$ cat src/rtl/ptsig_pkg.sv
package ptsig_pkg;
  localparam int REGION_W = 2;

  typedef struct packed {
    logic [REGION_W-1:0] region;
    logic                wr;
    logic                burst_n;
  } ptsig_status_t;

  localparam ptsig_status_t STATUS_IDLE = '{region: '0, wr: 1'b0, burst_n: 1'b1};
endpackage

$ cat src/rtl/ptsig_access_slot.sv
module ptsig_access_slot
  import ptsig_pkg::*;
#(
  parameter int ADDR_W = 32
) (
  input  logic              clk,
  input  logic              rst_n,
  input  logic              accept,
  input  logic              done,
  input  ptsig_status_t     hit_status,
  input  logic [ADDR_W-1:0] hit_addr,
  output logic              pending,
  output ptsig_status_t     status,
  output logic [ADDR_W-1:0] addr
);
  always_ff @(posedge clk or negedge rst_n) begin
    if (!rst_n) begin
      pending <= 1'b0;
      status  <= STATUS_IDLE;
      addr    <= '0;
    end else if (accept) begin
      pending <= 1'b1;
      status  <= hit_status;
      addr    <= hit_addr;
    end else if (done) begin
      pending <= 1'b0;
      status  <= STATUS_IDLE;
    end
  end
endmodule

$ cat src/rtl/ptsig_lane_track.sv
module ptsig_lane_track #(
  parameter int LANES = 4
) (
  input  logic             clk,
  input  logic             rst_n,
  input  logic             accept,
  input  logic             done,
  input  logic             wr_hit,
  input  logic [LANES-1:0] hit_be_n,
  input  logic [LANES-1:0] wr_be_n,
  output logic [LANES-1:0] be_stat
);
  for (genvar g = 0; g < LANES; g++) begin : g_lane
    always_ff @(posedge clk or negedge rst_n) begin
      if (!rst_n)                   be_stat[g] <= 1'b1;
      else if (accept)              be_stat[g] <= hit_be_n[g];
      else if (done)                be_stat[g] <= 1'b1;
      else if (wr_hit && !wr_be_n[g]) be_stat[g] <= 1'b1;
    end
  end
endmodule

$ cat src/rtl/ptsig_bus_drive.sv
module ptsig_bus_drive #(
  parameter int ADDR_W = 32
) (
  input  logic              clk,
  input  logic              rst_n,
  input  logic              pending,
  input  logic              addr_rd_n,
  input  logic [ADDR_W-1:0] addr,
  output logic [ADDR_W-1:0] dq,
  output logic              dq_oe
);
  logic strobe_now;
  logic hold_q;

  assign strobe_now = pending && !addr_rd_n;

  always_ff @(posedge clk or negedge rst_n) begin
    if (!rst_n) hold_q <= 1'b0;
    else        hold_q <= strobe_now;
  end

  assign dq_oe = strobe_now || hold_q;
  assign dq    = dq_oe ? addr : '0;
endmodule

$ cat src/rtl/ptsig_top.sv
module ptsig_top
  import ptsig_pkg::*;
#(
  parameter int ADDR_W = 32,
  parameter int LANES  = 4
) (
  input  logic                clk,
  input  logic                rst_n,
  input  logic                hit_valid,
  output logic                hit_ready,
  input  logic [REGION_W-1:0] hit_region,
  input  logic                hit_write,
  input  logic                hit_burst_n,
  input  logic [LANES-1:0]    hit_be_n,
  input  logic [ADDR_W-1:0]   hit_addr,
  input  logic                addon_rdy_n,
  input  logic                addon_addr_rd_n,
  input  logic                addon_wr_n,
  input  logic [LANES-1:0]    addon_be_n,
  output logic                attn_n,
  output logic                burst_n,
  output logic [REGION_W-1:0] region,
  output logic                dir_wr,
  output logic [LANES-1:0]    be_stat,
  output logic [ADDR_W-1:0]   dq,
  output logic                dq_oe
);
  logic              pending;
  logic              accept;
  logic              done;
  ptsig_status_t     hit_status;
  ptsig_status_t     status;
  logic [ADDR_W-1:0] addr_q;

  assign hit_ready  = !pending;
  assign accept     = hit_valid && hit_ready;
  assign done       = pending && !addon_rdy_n;
  assign hit_status = '{region: hit_region, wr: hit_write, burst_n: hit_burst_n};

  ptsig_access_slot #(.ADDR_W(ADDR_W)) u_slot (
    .clk(clk), .rst_n(rst_n), .accept(accept), .done(done),
    .hit_status(hit_status), .hit_addr(hit_addr),
    .pending(pending), .status(status), .addr(addr_q)
  );

  ptsig_lane_track #(.LANES(LANES)) u_lanes (
    .clk(clk), .rst_n(rst_n), .accept(accept), .done(done),
    .wr_hit(pending && !addon_wr_n), .hit_be_n(hit_be_n),
    .wr_be_n(addon_be_n), .be_stat(be_stat)
  );

  ptsig_bus_drive #(.ADDR_W(ADDR_W)) u_bus (
    .clk(clk), .rst_n(rst_n), .pending(pending),
    .addr_rd_n(addon_addr_rd_n), .addr(addr_q), .dq(dq), .dq_oe(dq_oe)
  );

  assign attn_n  = !pending;
  assign burst_n = status.burst_n;
  assign region  = status.region;
  assign dir_wr  = status.wr;
endmodule

$ cat config.mk
export PLATFORM = sky130hd
export DESIGN_NAME = ptsig_top
export DESIGN_NICKNAME = d
export VERILOG_FILES = /design/src/rtl/ptsig_pkg.sv /design/src/rtl/ptsig_access_slot.sv /design/src/rtl/ptsig_lane_track.sv /design/src/rtl/ptsig_bus_drive.sv /design/src/rtl/ptsig_top.sv
export SDC_FILE = /design/constraint.sdc
export NUM_CORES = 1
export LEC_CHECK = 0
export BUFFER_PORTS_ARGS = -buffer_cell sky130_fd_sc_hd__buf_2
export CAP_MARGIN = 40
export CORE_ASPECT_RATIO = 0.75
export CORE_MARGIN = 3
export CORE_UTILIZATION = 46
export CTS_CLUSTER_SIZE = 16
export DETAILED_ROUTE_END_ITERATION = 10
export PLACE_DENSITY_LB_ADDON = 0.2
export SYNTH_ARGS = -nofsm -noshare
export SYNTH_HDL_FRONTEND = slang
export SYNTH_SLANG_ARGS = --single-unit
$ cat constraint.sdc
create_clock -name clk -period 1.5 [get_ports clk]
set_input_delay 0.3 -clock clk [delete_from_list [all_inputs] [get_ports clk]]
set_output_delay 0.3 -clock clk [all_outputs]
set_load 0.01 [all_outputs]
---- Yosys cells after proc, flatten, opt, wreduce, memory -nomap -nowiden ----
Index checks and enable logic that the tools add are counted.
storage, ports and cells
  input bits .............................. 50
  word-level logic and storage cells ...... 49
  register bits ........................... 42
operators by class
  reduce and logical (&&, ||, !) cells .... 22
  multiplexer cells ....................... 17
operators with widths
  cell               count
  $mux 32            1
  $mux 1             14
  $reduce_bool 3->1  4
  $logic_and 1x1->1  8
  $logic_not 1->1    8
  $mux 4             2
  $reduce_bool 2->1  1
  $logic_or 1x1->1   1

---- Longest topological paths before layout ----
Gate-level depths: netlist (run 1).
  depth after elaboration ................. 6
  gate-level depth with buffers ........... 4
  gate-level depth less buffers ........... 3

---- Hierarchy ----
A second synthesis (run 1) with hierarchy kept.
unflattened totals
  cells, all modules ...................... 144
  area, all modules ....................... 2057.0 um2
modules (own cells, without submodules)
  module             sequential area each (um2)  instances  cells each  area an instance (um2)
  ptsig_access_slot  927.1                       1          82          1393.8
  ptsig_bus_drive    25.0                        1          43          446.7
  ptsig_lane_track   105.1                       1          14          183.9
  ptsig_top          0.0                         1          5           32.5

---- Least setup slack after synthesis (run 1) ----
OpenSTA, ideal clock, no wires.
  kind .................................... register to output
  start ................................... register u_slot.pending
  end ..................................... output port dq[0]
  cell stages (with the launch flop) ...... 5
  required time ........................... 1200 ps
  setup slack ............................. 180 ps
  arrival time ............................ 1020 ps
  buffers on the path ..................... 1
  cells stage by stage .................... dfrtp_1 > and2b_1 > nor2_2 > buf_2 > nor2b_1
between the ends
  cells in the longest elaborated chain, start to end .. 3
RTL lines
  element                     RTL line                 source
  from (decl)                 ptsig_access_slot.sv:12  output logic pending,
  from (signal assigned)      ptsig_access_slot.sv:18  pending <= 1'b0;
  from (signal assigned)      ptsig_access_slot.sv:22  pending <= 1'b1;
  from (signal assigned)      ptsig_access_slot.sv:26  pending <= 1'b0;
  $logic_and 1x1->1           ptsig_bus_drive.sv:15    assign strobe_now = pending && !addr_rd_n;
  named net u_bus.strobe_now  ptsig_bus_drive.sv:12    logic strobe_now;
  $logic_or 1x1->1            ptsig_bus_drive.sv:22    assign dq_oe = strobe_now || hold_q;
  $mux 32                     ptsig_bus_drive.sv:23    assign dq = dq_oe ? addr : '0;
  to (decl)                   ptsig_top.sv:25          output logic [ADDR_W-1:0] dq,
The timed path passes the listed nets, and every way through them passes these cells.

---- Final worst setup path (run 1) ----
  start ................................... register u_slot.pending
  end ..................................... output port dq[29]
Same word-level chain as after synthesis.

==> flow_summary.toml, run 1 <==
[power]
power_frac_clock_pct = 25.6
peakVddDrop_uv = 756
combPwrFrac_pct = 30.0
internal-power_mw = 2.46
leakage_nw = 1.35
cellPowerDensity_nw_per_um2 = 1280
p_switching_mw = 0.883
swShare_pct = 26.4
pwr-share-seq_pct = 44.4

[detailed_routing]
vias = 1342
ant_nets = 0
drc = 0
viasPerCell = 4.64
wirelength_mm = 3.76
wl_per_cell_um = 13.0
initialDrtViolationCount = 28
first_pass_iters = 4

[sta]
min_period_ns = 1.64
fmax_ghz = 0.608
slew_violations = 0
grt_setup_unrepaired = "yes"
fin_crit_sh_pct = 110
fin_ws_ns = -0.144
setup_viol = 33
hold_viol = 0
max_slew.worst_pin.slew_ns = 0.426
slew_headroom_pct = 71.6
worst_clock_skew_ns = 0.00509

[placed_design]
place_congestion = 0.735
portBuffers = 92
placed_cell_area_sq_um = 2490
post-place-ws_ns = 0.0340
dp_cells = 280
hpwl_mm = 2.92

[worst_hold_path]
hold_class = "input pin to flip-flop"
hp-start = "hit_region[0]"

[status]
violations = "negative setup slack"
status = "finished with violations"

[global_route]
grt_max_degree = 22
grt_pass1_wl_mm = 6.29
grt.overflow.total = 0
first_global_vias = 1305
antenna_found_initial = 0
gr-usage-all-layers_pct = 16.4

[yosys]
ys_ff_latch = 42
synth_edf_count = 0
syn-num-nets = 187
syn_inst = 137
synth_top_area_cell = "dfrtp_1"
ys.warnings.count = 0
synth_area_leaders = "dfrtp_1 48%, mux2_4 21%, nor2b_1 11%"
synth_cell_types = 20
post-synth-top-count-cell = "dfrtp_1"
ys.flop_type = "dfrtp_1"
postSynth.asyncResetShare_pct = 100
yosysSeqAreaShare_pct = 54.4
synth_area_per_cell_sq_um = 14.2
synth.top_cell.area_share_pct = 47.6
syn_area_sq_um = 1940
synth_common_cells = "37 x dfrtp_1, 33 x nor2b_1, 27 x mux2_4, 5 x dfstp_2, 5 x mux2_2"

[finish]
stdcell_count = 289
area_growth_pct = 34.8
final_area_sq_um = 2620
layout-drive-gt1-share_pct = 61.6
antennaDiodeCount = 0
finalNetCount = 286

[floorplanning]
io_pins = 93
die_width_um = 81.1
row_count = 19
initial_utilization_pct = 50.5
die_area_sq_um = 5050
die_y_um = 62.3
core_sq_um = 3850

[critical_path]
critPathKind = "flip-flop to output pin"
cp-end-kind = "output pin"
cp-startpoint = "u_slot.pending$_DFFE_PN0P_"
crit_path_start_kind = "flip-flop"
cp_data_arrival_time_ns = 1.34
r2r_start = "u_slot.pending$_DFFE_PN0P_"
crit_required_ns = 1.20
path_max_fanout = 14

[clocking]
clkTransAtPathRegs_ns = 0.07
clock_latency_ns = 0.29
numCtsBuffers = 5
clock_sinks = 42
cts_setup_buffers = 0
ctsHtreeMaxLevel = 2
clockRootBuffer = "clkbuf_8"
cts_tree = "built"
cts_max_path_buffers = 2

[job]
cap_violations = 0
-- per-stage QoR --
step	util, %	setup TNS, ns	hold WS, ns	total power [mW]
after floorplan	-	0	0.00441	2.15
final	68.0	-4.31	0.229	3.34
after detailed placement	64.7	0	0.264	2.52
after CTS	68.0	-5.31	0.220	3.40
after global placement	64.7	0	0.262	2.50
after global routing	68.0	-7.03	0.214	3.55
-- power by group through the flow --
stage | clock [mW] | sequential [mW] | combinational [mW]
finish | 0.855 | 1.49 | 1.01
global route | 0.930 | 1.52 | 1.10
CTS | 0.886 | 1.49 | 1.02
detailed placement | 0 | 1.50 | 1.02
global placement | 0 | 1.50 | 1.00
floorplan | 0 | 1.49 | 0.658
-- area by class of cell --
type	instances	area (sq um)
Fill cell	313	1230
Clock buffer	5	68.8
Inverter	2	7.51
Multi-Input combinational cell	85	816
Sequential cell	42	1060
Clock inverter	3	40.0
Timing Repair Buffer	100	564
Tap cell	52	65.1
-- final timing paths --
check	endpoint	slack (ns)	cells after the start
min in group asynchronous	u_slot.status[2]$_DFFE_PN0P_	0.48	2
min reg2reg	u_slot.status[1]$_DFFE_PN0P_	0.50	1
max	dq[29]	-0.14	5
max reg2reg	u_slot.addr[23]$_DFFE_PN0N_	0.17	4
max in group asynchronous	u_slot.addr[1]$_DFFE_PN0N_	0.50	3
min	u_slot.status[2]$_DFFE_PN0P_	0.23	2
-- worst max-delay path: stages, from the launching register on --
cell and delay, ns:
dfrtp_1 0.37, and2b_1 0.19, nor2_4 0.13, buf_6 0.17
nor2b_1 0.06, buf_2 0.14
-- routing by layer --
metal	share of wire [%]	vias up	wire length [um]	track usage [%]
met5	0	-	0	0
met4	1.3	0	50	5.70
met3	8.6	8	322	4.91
met2	45	55	1700	24.5
met1	45	620	1700	22.5
li1	-	659	-	-
-- registers in the layout, indices dropped and copies added (netlist names) --
signal           flops
u_slot.addr         32
u_bus.hold_q         1
u_lanes.be_stat      4
u_slot.status        4
u_slot.pending       1
-- cells in the final DEF (no fill, tap or decap), drive strengths merged --
| cell type | instances |
|---|---|
| mux2 | 32 |
| o32a | 4 |
| o22a | 1 |
| nor2 | 5 |
| dlygate4sd3 | 1 |
| a22o | 3 |
| clkinv | 2 |
| nand2 | 3 |
| o21ai | 1 |
| o21a | 1 |
| dfrtp | 37 |
| nor2b | 33 |
| dfstp | 5 |
| bufinv | 1 |
| buf | 99 |
| or2b | 1 |
| and2b | 1 |
| inv | 2 |
| clkbuf | 5 |
-- cells by family (layout without fill, tap and decap cells) --
logic type,count (synthesis),count (layout),share of synthesized area [%]
AND/OR/NAND/NOR,43,43,13.1
flip-flops,42,42,54.4
multiplexers,32,32,23.8
AO/OA/AOI/OAI,10,10,4.51
buffers and inverters,10,110,4.25
-- repair_timing --
action                                  CTS  global route
gates resized for setup                   2             0
endpoints found under the setup margin   33            33
hold buffers                              1             0
hold endpoints to repair                 13             0
Note: power is estimated with default switching activity, not from simulation.
==> inputs of run 2 (changes only) <==
--- a/config.mk
+++ b/config.mk
@@ -12,6 +12,7 @@
 export CORE_UTILIZATION = 46
 export CTS_CLUSTER_SIZE = 16
 export DETAILED_ROUTE_END_ITERATION = 10
+export GPL_TIMING_DRIVEN = 0
 export PLACE_DENSITY_LB_ADDON = 0.2
 export SYNTH_ARGS = -nofsm -noshare
 export SYNTH_HDL_FRONTEND = slang
==> run 2 against run 1 <==
  * Largest power group unchanged
  * Via count up 0.75%
  * First-iteration DRC count up 39%
  * Sequential power about the same
  * Setup slack worse by 0.042 ns
  * The run still ends with negative setup slack left
  * Hold slack better by 0.0057 ns
  * Non-clock buffer count up 4
  * Clock power down 16%
  * Fmax down 2.5%
  * Combinational power about the same
  * Clock skew up 0.0061 ns
  * Core utilization up 0.23 points
==> flow_summary.toml, run 2 (same netlist as run 1, synthesis figures left out) <==
[detailed_routing]
vias = 1352
drc = 0
wl_per_cell_um = 13.4
initialDrtViolationCount = 39
ant_nets = 0
wirelength_mm = 3.93
first_pass_iters = 3
viasPerCell = 4.61

[finish]
fin_util_pct = 68.2
final_area_sq_um = 2630
stdcell_count = 293
nFillCells = 313
top_register = "u_slot.addr"
mostFrequentLayoutCells = "92 x buf_2, 37 x dfrtp_1, 33 x nor2b_1"
largest_register_ffs = 32
final_common_cell = "buf_2"
finalNetCount = 290
layout-drive-gt1-share_pct = 61.0
top_regs = "u_slot.addr: 32 flops, u_lanes.be_stat: 4 flops, u_slot.status: 4 flops"
antennaDiodeCount = 0
area_growth_pct = 35.2

[clocking]
clkTransAtPathRegs_ns = 0.08
clockRootBuffer = "clkbuf_8"
cts_tree = "built"
numCtsBuffers = 5
clock_latency_ns = 0.29
ctsHtreeMaxLevel = 2
clock_sinks = 42
cts_max_path_buffers = 2

[power]
internal-power_mw = 2.36
peakVddDrop_uv = 768
cellPowerDensity_nw_per_um2 = 1230
combPwrFrac_pct = 31.8
power_frac_clock_pct = 22.3
swShare_pct = 27.1
pwr-share-seq_pct = 45.9
leakage_nw = 1.35
p_switching_mw = 0.875

[sta]
fin_ws_ns = -0.186
fmax_ghz = 0.593
worst_clock_skew_ns = 0.0112
slew_violations = 0
setup_tns_ns = -5.42
slew_headroom_pct = 72.8
hold_viol = 0
fin_crit_sh_pct = 112
min_period_ns = 1.69
max_slew.worst_pin.slew_ns = 0.404
grt_setup_unrepaired = "yes"
setup_viol = 33

[floorplanning]
initial_utilization_pct = 50.5
die_width_um = 81.1
io_pins = 93
die_area_sq_um = 5050
core_sq_um = 3850
die_y_um = 62.3
row_count = 19

[critical_path]
cp-end-kind = "output pin"
crit_required_ns = 1.20
cp_cell_sequence = "and2b_1 > nor2_4 > buf_6 > nor2b_1 > buf_2"
cp_data_arrival_time_ns = 1.39
slowest_delay_ns = 0.37
crit_path_start_kind = "flip-flop"
critPathSlowestCell = "dfrtp_1"
path_max_fanout = 10
critPathKind = "flip-flop to output pin"

[global_route]
grt_max_degree = 32
gr-usage-all-layers_pct = 16.4
antenna_found_initial = 0
first_global_vias = 1422
grt.overflow.total = 0
grt_pass1_wl_mm = 6.33

[placed_design]
placed_cell_area_sq_um = 2490
portBuffers = 92
place_congestion = 0.774
post-place-ws_ns = -0.133
dp_cells = 282
hpwl_mm = 3.01

[status]
status = "finished with violations"
violations = "negative setup slack"

[job]
cap_violations = 0

[worst_hold_path]
hold_class = "input pin to flip-flop"
## run 2: changes by cell type in the layout (fill, tap and decap cells not counted)
cell	change
buf_12	-2
bufinv_16	-1
clkbuf_8	+1
clkbuf_1	+2
buf_8	+2
nor2b_4	-1
buf_6	+4
clkinv_2	-2
nor2b_1	+1
## run 2: area by class of cell
| cell class | instances | area (sq um) | area share, % |
|---|---|---|---|
| inverters | 2 | 7.51 | 0.286 |
| well taps | 52 | 65.1 | 2.48 |
| clock buffers | 8 | 90.1 | 3.43 |
| flip-flops and latches | 42 | 1060 | 40.2 |
| repair buffers | 96 | 505 | 19.2 |
| plain buffers | 8 | 93.8 | 3.57 |
| multi-input cells | 85 | 808 | 30.8 |
## run 2: final timing paths
| path | start | end | slack (ns) | depth (start not counted) |
|---|---|---|---|---|
| max | u_slot.pending$_DFFE_PN0P_ | dq[25] | -0.19 | 5 |
| min | hit_addr[4] | u_slot.addr[4]$_DFFE_PN0N_ | 0.23 | 2 |
| max reg2reg | u_slot.pending$_DFFE_PN0P_ | u_slot.addr[27]$_DFFE_PN0N_ | 0.07 | 5 |
| min reg2reg | u_slot.addr[6]$_DFFE_PN0N_ | u_slot.addr[6]$_DFFE_PN0N_ | 0.50 | 1 |
| max in group asynchronous | rst_n | u_lanes.be_stat[3]$_DFFE_PN1P_ | 0.58 | 3 |
| min in group asynchronous | rst_n | u_slot.addr[17]$_DFFE_PN0N_ | 0.42 | 2 |
## run 2: what timing repair did
item,in CTS,in global routing
gates resized for setup,7,0
hold buffers,1,0
hold endpoints to repair,9,0
endpoints found under the setup margin,33,33
buffers inserted,2,0
pin swaps,1,1
## run 2: critical path: cells and delay by family (launching register included)
family	cells	cell delay (ns)
flip-flops	1	0.37
AND/OR/NAND/NOR	3	0.43
buffers and inverters	2	0.30
## run 2: power groups by stage
| stage | clock network [mW] | registers [mW] | logic, mW |
|---|---|---|---|
| 6_report | 0.721 | 1.49 | 1.03 |
| 3_3_place_gp | 0 | 1.50 | 0.983 |
| 2_1_floorplan | 0 | 1.49 | 0.658 |
| 3_5_place_dp | 0 | 1.51 | 1.00 |
| 4_1_cts | 0.744 | 1.49 | 1.04 |
| 5_1_grt | 0.804 | 1.52 | 1.11 |
## run 2: through the flow
step                      hold WS [ns]  power, mW
after detailed placement         0.195       2.51
final                            0.235       3.24
after global placement           0.477       2.48
after floorplan                0.00441       2.15
after CTS                        0.226       3.28
after global routing             0.219       3.43
## run 2: layer usage
layer  vias to the layer above  wire (um)  GRT usage [%]  share of wire [%]
li1                        665          -              -                  -
met1                       637       1760           20.0                 45
met2                        47       1850           27.3                 47
met3                         3        287           5.35                7.3
met4                         0         29           5.06               0.74
met5                         -          0              0                  0
